`src/rtl/ssr_pkg.sv`:
```
package ssr_pkg;

   typedef enum logic {
      SSR_SCRAMBLE   = 1'b0,
      SSR_DESCRAMBLE = 1'b1
   } ssr_mode_e;

   localparam int unsigned SSR_TAP_NEAR_DEF = 5;
   localparam int unsigned SSR_TAP_FAR_DEF  = 17;
   localparam int unsigned SSR_SYNC_DEF     = 2;
   localparam int unsigned SSR_SYNC_MAX     = 4;

   // three-term modulo-2 sum used by both directions
   function automatic logic ssr_mix(input logic cur, input logic near_b, input logic far_b);
      return cur ^ near_b ^ far_b;
   endfunction

endpackage

```
`src/rtl/ssr_hist.sv`:
```
module ssr_hist #(
   parameter int unsigned TAP_NEAR = ssr_pkg::SSR_TAP_NEAR_DEF,
   parameter int unsigned TAP_FAR  = ssr_pkg::SSR_TAP_FAR_DEF
) (
   input  logic clk,
   input  logic rst_n,
   input  logic shift_en,
   input  logic shift_in,
   output logic tap_near,
   output logic tap_far,
   output logic newest
);
   localparam int unsigned LEN = TAP_FAR;

   generate
      if (TAP_NEAR < 1 || TAP_NEAR >= TAP_FAR) begin : g_bad_taps
         $error("ssr_hist: TAP_NEAR must be in 1..TAP_FAR-1");
      end
   endgenerate

   logic [LEN-1:0] hist;

   always_ff @(posedge clk or negedge rst_n) begin
      if (!rst_n) begin
         hist <= '0;
      end else if (shift_en) begin
         hist <= {hist[LEN-2:0], shift_in};
      end
   end

   assign tap_near = hist[TAP_NEAR-1];
   assign tap_far  = hist[LEN-1];
   assign newest   = hist[0];

   assert_hist_clear_R1: assert property (@(posedge clk) !rst_n |=> (hist == '0));

   assert_hist_hold_R9: assert property (@(posedge clk) disable iff (!rst_n)
      !shift_en |=> $stable(hist));

   assert_hist_shift_R2: assert property (@(posedge clk) disable iff (!rst_n)
      shift_en |=> (hist[1] == $past(hist[0])));

endmodule

```
`src/rtl/ssr_bit_strobe.sv`:
```
module ssr_bit_strobe #(
   parameter int unsigned SYNC_STAGES = ssr_pkg::SSR_SYNC_DEF
) (
   input  logic clk,
   input  logic rst_n,
   input  logic bclk,
   input  logic valid,
   input  logic fall_sel,
   output logic step
);
   logic bsync;
   logic prev;
   logic rise_seen;
   logic fall_seen;

   generate
      if (SYNC_STAGES > ssr_pkg::SSR_SYNC_MAX) begin : g_bad_sync
         $error("ssr_bit_strobe: SYNC_STAGES too large");
      end

      if (SYNC_STAGES == 0) begin : g_direct
         assign bsync = bclk;
      end else if (SYNC_STAGES == 1) begin : g_one
         logic stage_q;
         always_ff @(posedge clk or negedge rst_n) begin
            if (!rst_n) stage_q <= 1'b0;
            else        stage_q <= bclk;
         end
         assign bsync = stage_q;
      end else begin : g_chain
         logic [SYNC_STAGES-1:0] chain_q;
         always_ff @(posedge clk or negedge rst_n) begin
            if (!rst_n) chain_q <= '0;
            else        chain_q <= {chain_q[SYNC_STAGES-2:0], bclk};
         end
         assign bsync = chain_q[SYNC_STAGES-1];
      end
   endgenerate

   always_ff @(posedge clk or negedge rst_n) begin
      if (!rst_n) prev <= 1'b0;
      else        prev <= bsync;
   end

   assign rise_seen = bsync & ~prev;
   assign fall_seen = ~bsync & prev;
   assign step      = valid & (fall_sel ? fall_seen : rise_seen);

   assert_single_step_R8: assert property (@(posedge clk) disable iff (!rst_n)
      step |=> !step);

endmodule

```
`src/rtl/ssr_channel.sv`:
```
module ssr_channel #(
   parameter ssr_pkg::ssr_mode_e MODE        = ssr_pkg::SSR_SCRAMBLE,
   parameter int unsigned        TAP_NEAR    = ssr_pkg::SSR_TAP_NEAR_DEF,
   parameter int unsigned        TAP_FAR     = ssr_pkg::SSR_TAP_FAR_DEF,
   parameter int unsigned        SYNC_STAGES = ssr_pkg::SSR_SYNC_DEF
) (
   input  logic clk,
   input  logic rst_n,
   input  logic bclk,
   input  logic valid,
   input  logic din,
   input  logic invert,
   input  logic fall_sel,
   output logic dout
);
   logic step;
   logic in_next;
   logic in_q;
   logic pend;
   logic mixed;
   logic shift_in;
   logic tap_near;
   logic tap_far;
   logic newest;
   logic dout_q;

   ssr_bit_strobe #(.SYNC_STAGES(SYNC_STAGES)) u_strobe (
      .clk      (clk),
      .rst_n    (rst_n),
      .bclk     (bclk),
      .valid    (valid),
      .fall_sel (fall_sel),
      .step     (step)
   );

   ssr_hist #(.TAP_NEAR(TAP_NEAR), .TAP_FAR(TAP_FAR)) u_hist (
      .clk      (clk),
      .rst_n    (rst_n),
      .shift_en (pend),
      .shift_in (shift_in),
      .tap_near (tap_near),
      .tap_far  (tap_far),
      .newest   (newest)
   );

   generate
      if (MODE == ssr_pkg::SSR_SCRAMBLE) begin : g_scr
         // polarity applied on entry, memory fed from own output
         assign in_next  = din ^ invert;
         assign mixed    = ssr_pkg::ssr_mix(in_q, tap_near, tap_far);
         assign shift_in = mixed;

         assert_feedback_R2: assert property (@(posedge clk) disable iff (!rst_n)
            pend |=> (newest == dout_q));
      end else begin : g_dscr
         // memory fed from the line, polarity applied on exit
         assign in_next  = din;
         assign mixed    = ssr_pkg::ssr_mix(in_q, tap_near, tap_far) ^ invert;
         assign shift_in = in_q;

         assert_feedback_R3: assert property (@(posedge clk) disable iff (!rst_n)
            pend |=> (newest == $past(in_q)));
      end
   endgenerate

   always_ff @(posedge clk or negedge rst_n) begin
      if (!rst_n) begin
         in_q   <= 1'b0;
         pend   <= 1'b0;
         dout_q <= 1'b0;
      end else begin
         pend <= step;
         if (step) in_q   <= in_next;
         if (pend) dout_q <= mixed;
      end
   end

   assign dout = dout_q;

   assert_out_clear_R1: assert property (@(posedge clk) !rst_n |=> (dout_q == 1'b0));

   assert_out_hold_R10: assert property (@(posedge clk) disable iff (!rst_n)
      !pend |=> $stable(dout_q));

   assert_capture_hold_R9: assert property (@(posedge clk) disable iff (!rst_n)
      !step |=> $stable(in_q));

endmodule

```
`src/rtl/ssr_link_pair.sv`:
```
module ssr_link_pair #(
   parameter int unsigned TAP_NEAR    = ssr_pkg::SSR_TAP_NEAR_DEF,
   parameter int unsigned TAP_FAR     = ssr_pkg::SSR_TAP_FAR_DEF,
   parameter int unsigned SYNC_STAGES = ssr_pkg::SSR_SYNC_DEF
) (
   input  logic clk,
   input  logic rst_n,
   input  logic tx_bclk,
   input  logic tx_valid,
   input  logic tx_din,
   input  logic tx_invert,
   input  logic tx_fall_edge,
   output logic tx_dout,
   input  logic rx_bclk,
   input  logic rx_valid,
   input  logic rx_din,
   input  logic rx_invert,
   input  logic rx_fall_edge,
   output logic rx_dout
);

   ssr_channel #(
      .MODE        (ssr_pkg::SSR_SCRAMBLE),
      .TAP_NEAR    (TAP_NEAR),
      .TAP_FAR     (TAP_FAR),
      .SYNC_STAGES (SYNC_STAGES)
   ) u_tx (
      .clk      (clk),
      .rst_n    (rst_n),
      .bclk     (tx_bclk),
      .valid    (tx_valid),
      .din      (tx_din),
      .invert   (tx_invert),
      .fall_sel (tx_fall_edge),
      .dout     (tx_dout)
   );

   ssr_channel #(
      .MODE        (ssr_pkg::SSR_DESCRAMBLE),
      .TAP_NEAR    (TAP_NEAR),
      .TAP_FAR     (TAP_FAR),
      .SYNC_STAGES (SYNC_STAGES)
   ) u_rx (
      .clk      (clk),
      .rst_n    (rst_n),
      .bclk     (rx_bclk),
      .valid    (rx_valid),
      .din      (rx_din),
      .invert   (rx_invert),
      .fall_sel (rx_fall_edge),
      .dout     (rx_dout)
   );

endmodule

```
`config.mk`:
```
export PLATFORM = sky130hd
export DESIGN_NAME = ssr_link_pair
export DESIGN_NICKNAME = d
export VERILOG_FILES = /design/src/rtl/ssr_pkg.sv /design/src/rtl/ssr_hist.sv /design/src/rtl/ssr_bit_strobe.sv /design/src/rtl/ssr_channel.sv /design/src/rtl/ssr_link_pair.sv
export SDC_FILE = /design/constraint.sdc
export NUM_CORES = 1
export LEC_CHECK = 0
export CORE_MARGIN = 4
export CORE_UTILIZATION = 25
export CTS_BUF_LIST = sky130_fd_sc_hd__clkbuf_16
export DETAILED_ROUTE_END_ITERATION = 16
export DONT_BUFFER_PORTS = 1
export HOLD_SLACK_MARGIN = 0.06
export MAX_ROUTING_LAYER = met4
export PLACE_DENSITY = 0.49
export SKIP_LAST_GASP = 1
export SLEW_MARGIN = 10
export SYNTH_ARGS = -nofsm -noshare
export SYNTH_HDL_FRONTEND = slang
export SYNTH_SLANG_ARGS = --single-unit
```
`constraint.sdc`:
```
create_clock -name clk -period 3.2 [get_ports clk]
set_input_delay 0.48 -clock clk [delete_from_list [all_inputs] [get_ports clk]]
set_output_delay 0.48 -clock clk [all_outputs]
set_load 0.02 [all_outputs]
```
Word-level counts from Yosys, hierarchy flattened
Index checks and enable logic that the tools add are counted.
{"block": "word_totals", "elab_cells": 30, "ff_bits": 46, "input_bits": 12}
{"block": "classes", "n_bitwise": 16, "n_mux": 2}
{"cell": "1-bit AND", "n": 6}
{"cell": "1-bit XOR", "n": 6}
{"cell": "1-bit NOT", "n": 4}
{"cell": "1-bit 2-to-1 mux", "n": 2}

Logic depth before layout (Yosys ltp)
{"block": "depth", "depth_word": 4, "mapped_depth": 4}

Cells and area by module
A second synthesis with hierarchy kept.
{"block": "hier_totals", "cells_unflattened": 101, "area_unflattened_um2": 1821.7}
{"mod": "ssr_hist", "cells_each": 36, "instances": 2, "seq_area_each_um2": 425.4, "area_per_inst_um2": 685.7}
{"mod": "ssr_bit_strobe", "cells_each": 6, "instances": 2, "seq_area_each_um2": 75.1, "area_per_inst_um2": 98.8}
{"mod": "ssr_channel at u_tx", "cells_each": 8, "instances": 1, "seq_area_each_um2": 75.1, "area_per_inst_um2": 131.4}
{"mod": "ssr_channel at u_rx", "cells_each": 9, "instances": 1, "seq_area_each_um2": 75.1, "area_per_inst_um2": 121.4}

Least setup slack after synthesis
Ideal clock, no wire load.
{"block": "synth_path", "path_kind": "in2reg", "startpoint": "input port rx_fall_edge", "endpoint": "register u_rx.in_q", "path_buffers": 0, "cell_stages": 3, "path_slack_ns": 1.745, "required_ns": 3.072, "arrival_time_ns": 1.328, "path_cell_list": "or3b_1 -> a21boi_2 -> mux2_1"}
{"block": "synth_between", "elab_chain_cells": 2}
{"item": "start, declared", "line": "ssr_link_pair.sv:18", "rtl": "input logic rx_fall_edge,"}
{"item": "1-bit 2-to-1 mux", "line": "ssr_bit_strobe.sv:47", "rtl": "assign step = valid & (fall_sel ? fall_seen : rise_seen);"}
{"item": "1-bit AND", "line": "ssr_bit_strobe.sv:47"}
{"item": "net u_rx.step", "line": "ssr_channel.sv:16", "rtl": "logic step;"}
{"item": "end signal, assigned", "line": "ssr_channel.sv:73", "rtl": "if (step) in_q <= in_next;"}
{"item": "end, declared", "line": "ssr_channel.sv:18", "rtl": "logic in_q;"}
The timed path passes the listed nets, and every way through them passes these cells.
A chain may end at the register's enable or synchronous reset.

Worst setup path in the final report
{"block": "layout_path", "startpoint": "register u_tx.u_strobe.prev", "endpoint": "register u_tx.in_q"}
{"block": "layout_between", "elab_chain_cells": 4, "elab_cells_between_ends": 5, "cone_classes": "mux (1); bitwise (4)"}
{"item": "start, declared", "line": "ssr_bit_strobe.sv:12", "rtl": "logic prev;"}
{"item": "start signal, assigned", "line": "ssr_bit_strobe.sv:42", "rtl": "else prev <= bsync;"}
{"item": "1-bit NOT", "line": "ssr_bit_strobe.sv:45", "rtl": "assign rise_seen = bsync & ~prev;"}
{"item": "1-bit AND", "line": "ssr_bit_strobe.sv:45"}
{"item": "1-bit 2-to-1 mux *", "line": "ssr_bit_strobe.sv:47"}
{"item": "1-bit AND *", "line": "ssr_bit_strobe.sv:47"}
{"item": "net u_tx.step", "line": "ssr_channel.sv:16"}
{"item": "end signal, assigned", "line": "ssr_channel.sv:73"}
{"item": "end, declared", "line": "ssr_channel.sv:18"}
Mark *: on every way through the listed nets, which the timed path passes. The rest lies on a longest branch.

==> impl_metrics.yaml <==
sta:
  timing.final.ws_setup_ns: 1.81
  setup_viol: 0
  min_period_ns: 1.39
  period_share_pct: 43.3
  timing.fmax_mhz: 722
  finalHoldViolations: 0
  tns_ns: 0
  fin_worst_skew_ns: 0.00339
  grt_setup_unrepaired: "no"
  slew_headroom_pct: 52.0
  holdWs_ns: 0.235
  drv_slew: 0
  tightest_slew_ns: 0.720
global_route:
  grt_pass1_vias: 857
  antenna_found_initial: 0
  grtUsageTotal_pct: 6.37
  globalRouteOverflowTotal: 0
  grt_start_max_net_pins: 46
  grt_pass1_wl_mm: 3.82
cells_and_area:
  layout-drive-gt1-share_pct: 8.65
  antennaDiodeCount: 0
  nets: 116
  layout.cells.non_filler: 181
  final_cell_area_sq_um: 1910
  nFillCells: 641
  area_growth_pct: 14.8
  final_util_pct: 29.8
worst_setup_path:
  r2r-start: "u_tx.u_strobe.prev$_DFF_PN0_"
  r2r_slack_ns: 1.81
  worstSetupPathType: "reg -> reg"
  slowest_stage: "or3b_1"
  end_kind: "flop"
  startpoint: "u_tx.u_strobe.prev$_DFF_PN0_"
  arrival_ns: 1.54
  r2r-end: "u_tx.in_q$_DFFE_PN0P_"
  r2r_cells: 3
  start_kind: "flop"
  cp_max_fo: 2
  crit_chain: "or3b_1 > a21boi_2 > mux2_1"
  critPathRequiredTime_ns: 3.36
  worst_path_largest_cell_delay_ns: 0.39
clocking:
  post_cts_resized: 0
  cts-htree-levels: 2
  cts_root_buffer: "clkbuf_16"
  clock_latency_ns: 0.27
  cts.sinks: 45
  path_clk_slew_ns: 0.06
  numCtsBuffers: 5
  cts_buffer_depth: 2
  cts_tree: "done"
floorplan:
  die_w_um: 89.7
  rows: 29
  start_util_pct: 26.0
  dieArea_sq_um: 8040
  num_io_pins: 14
  die_h_um: 89.7
  coreArea_sq_um: 6420
logic_synthesis:
  syn_inst: 99
  yosysUniqueCellTypes: 11
  synth_top_area_share_pct: 67.5
  synth_top_flop_cell: "dfrtp_1"
  syn-cell-area_sq_um: 1670
  yosys_register_bits: 45
  async_reset_ff_share_pct: 100
  synth_fp_nets: 111
  synth_edf_count: 0
  synth.most_common_cell: "dfrtp_1"
  ys_warn_count: 0
  synth_common_cells: "45 x dfrtp_1, 35 x mux2_1, 5 x xnor2_1"
  yosysTopAreaCell: "dfrtp_1"
  syn_area_per_cell_sq_um: 16.8
  ys_top_cells_by_area: "dfrtp_1 68%, mux2_1 24%, xnor2_1 2.6%"
  yosysSeqAreaShare_pct: 67.5
detailed_routing:
  drt-pass1-iter-count: 3
  routed_wl_mm: 2.09
  drt_iter0_markers: 16
  num_vias: 762
  wl_per_cell_um: 11.5
  ant_nets: 0
  vias_per_cell: 4.21
  drc: 0
placed_design:
  dp_cells: 172
  dp_hpwl_mm: 1.38
  pre_cts_slack_ns: 1.69
  gp_congestion: 0.637
  io_buffers: 0
  dpl_cell_area_sq_um: 1740
outcome:
  outcome: "finished clean"
worst_hold_path:
  hold-path-cell-count: 0
  min_to: "u_tx.u_strobe.g_chain.chain_q[0]$_DFF_PN0_"
  min_from: "tx_bclk"
  hold_path.class: "in -> reg"
power_and_ir_drop:
  power.density_nw_per_um2: 707
  total_power_mw: 1.35
  leakagePower_nw: 0.911
  peakVddDrop_mv: 0.235
flow_run:
  max_cap_viol_count: 0
## report_power, final
group | internal, mW | leakage (nW) | switching, mW
sequential | 0.680 | 0.587 | 0.0827
combinational | 0.0860 | 0.255 | 0.0490
clock | 0.278 | 0.0685 | 0.177
## kinds of logic after synthesis
family | share of synthesized area, %
AOI/OAI and AO/OA | 1.65
xor gates and xnor gates | 3.15
buffers and inverters | 1.20
DFF | 67.5
muxes | 24.3
and+or+nand+nor | 2.18
## worst max-delay path, delay by kind of cell (launching register included)
family | cells | cell delay, ns
multiplexers | 1 | 0.33
AND/OR/NAND/NOR | 1 | 0.39
flip-flops | 1 | 0.38
AO/OA/AOI/OAI | 1 | 0.17
## cells in the final DEF, fill, tap and decap left out, types with 2 or more instances in the layout
master     count
mux2_1        35
xnor2_1        5
clkbuf_16      5
dfrtp_1       45
a21boi_2       2
or3b_1         2
nand3b_1       2
## flip-flops by register name (all words and copies together), names as in the netlist
register                       flops
u_rx.pend                          1
u_rx.u_hist.hist                  17
u_tx.u_strobe.g_chain.chain_q      2
u_rx.in_q                          1
u_tx.u_hist.hist                  17
u_rx.dout                          1
u_rx.u_strobe.prev                 1
u_tx.u_strobe.prev                 1
u_tx.pend                          1
u_rx.u_strobe.g_chain.chain_q      2
u_tx.in_q                          1
## how the worst max path moves through the flow
stage	to	slack, ns	cells past startpoint
after floorplan	u_rx.in_q$_DFFE_PN0P_	1.74	3
after global routing	u_rx.u_hist.hist[14]$_DFFE_PN0P_	1.76	1
after CTS	u_tx.in_q$_DFFE_PN0P_	1.80	3
after global placement	u_rx.in_q$_DFFE_PN0P_	1.74	3
after detailed placement	u_rx.in_q$_DFFE_PN0P_	1.69	3
final	u_tx.in_q$_DFFE_PN0P_	1.81	3
## layout make-up
class,instances,area (sq um),area share (%)
timing repair buffer,2,37.5,1.96
clock buffer,5,125,6.54
multi-input combinational,50,522,27.3
tap,77,96.3,5.03
clock inverter,2,7.51,0.392
sequential,45,1130,58.8
## layer usage
metal,track usage [%],part of all wire [%]
met5,-,0
met4,1.62,0
met3,3.01,5.7
met2,10.2,50
met1,7.21,44
## repair_timing
item                       4_1_cts  5_1_grt
hold buffers                     2        0
setup buffers                    0        0
setup endpoints to repair        0        0
hold endpoints to repair        45        0
Note: power is estimated with default switching activity, not from simulation.
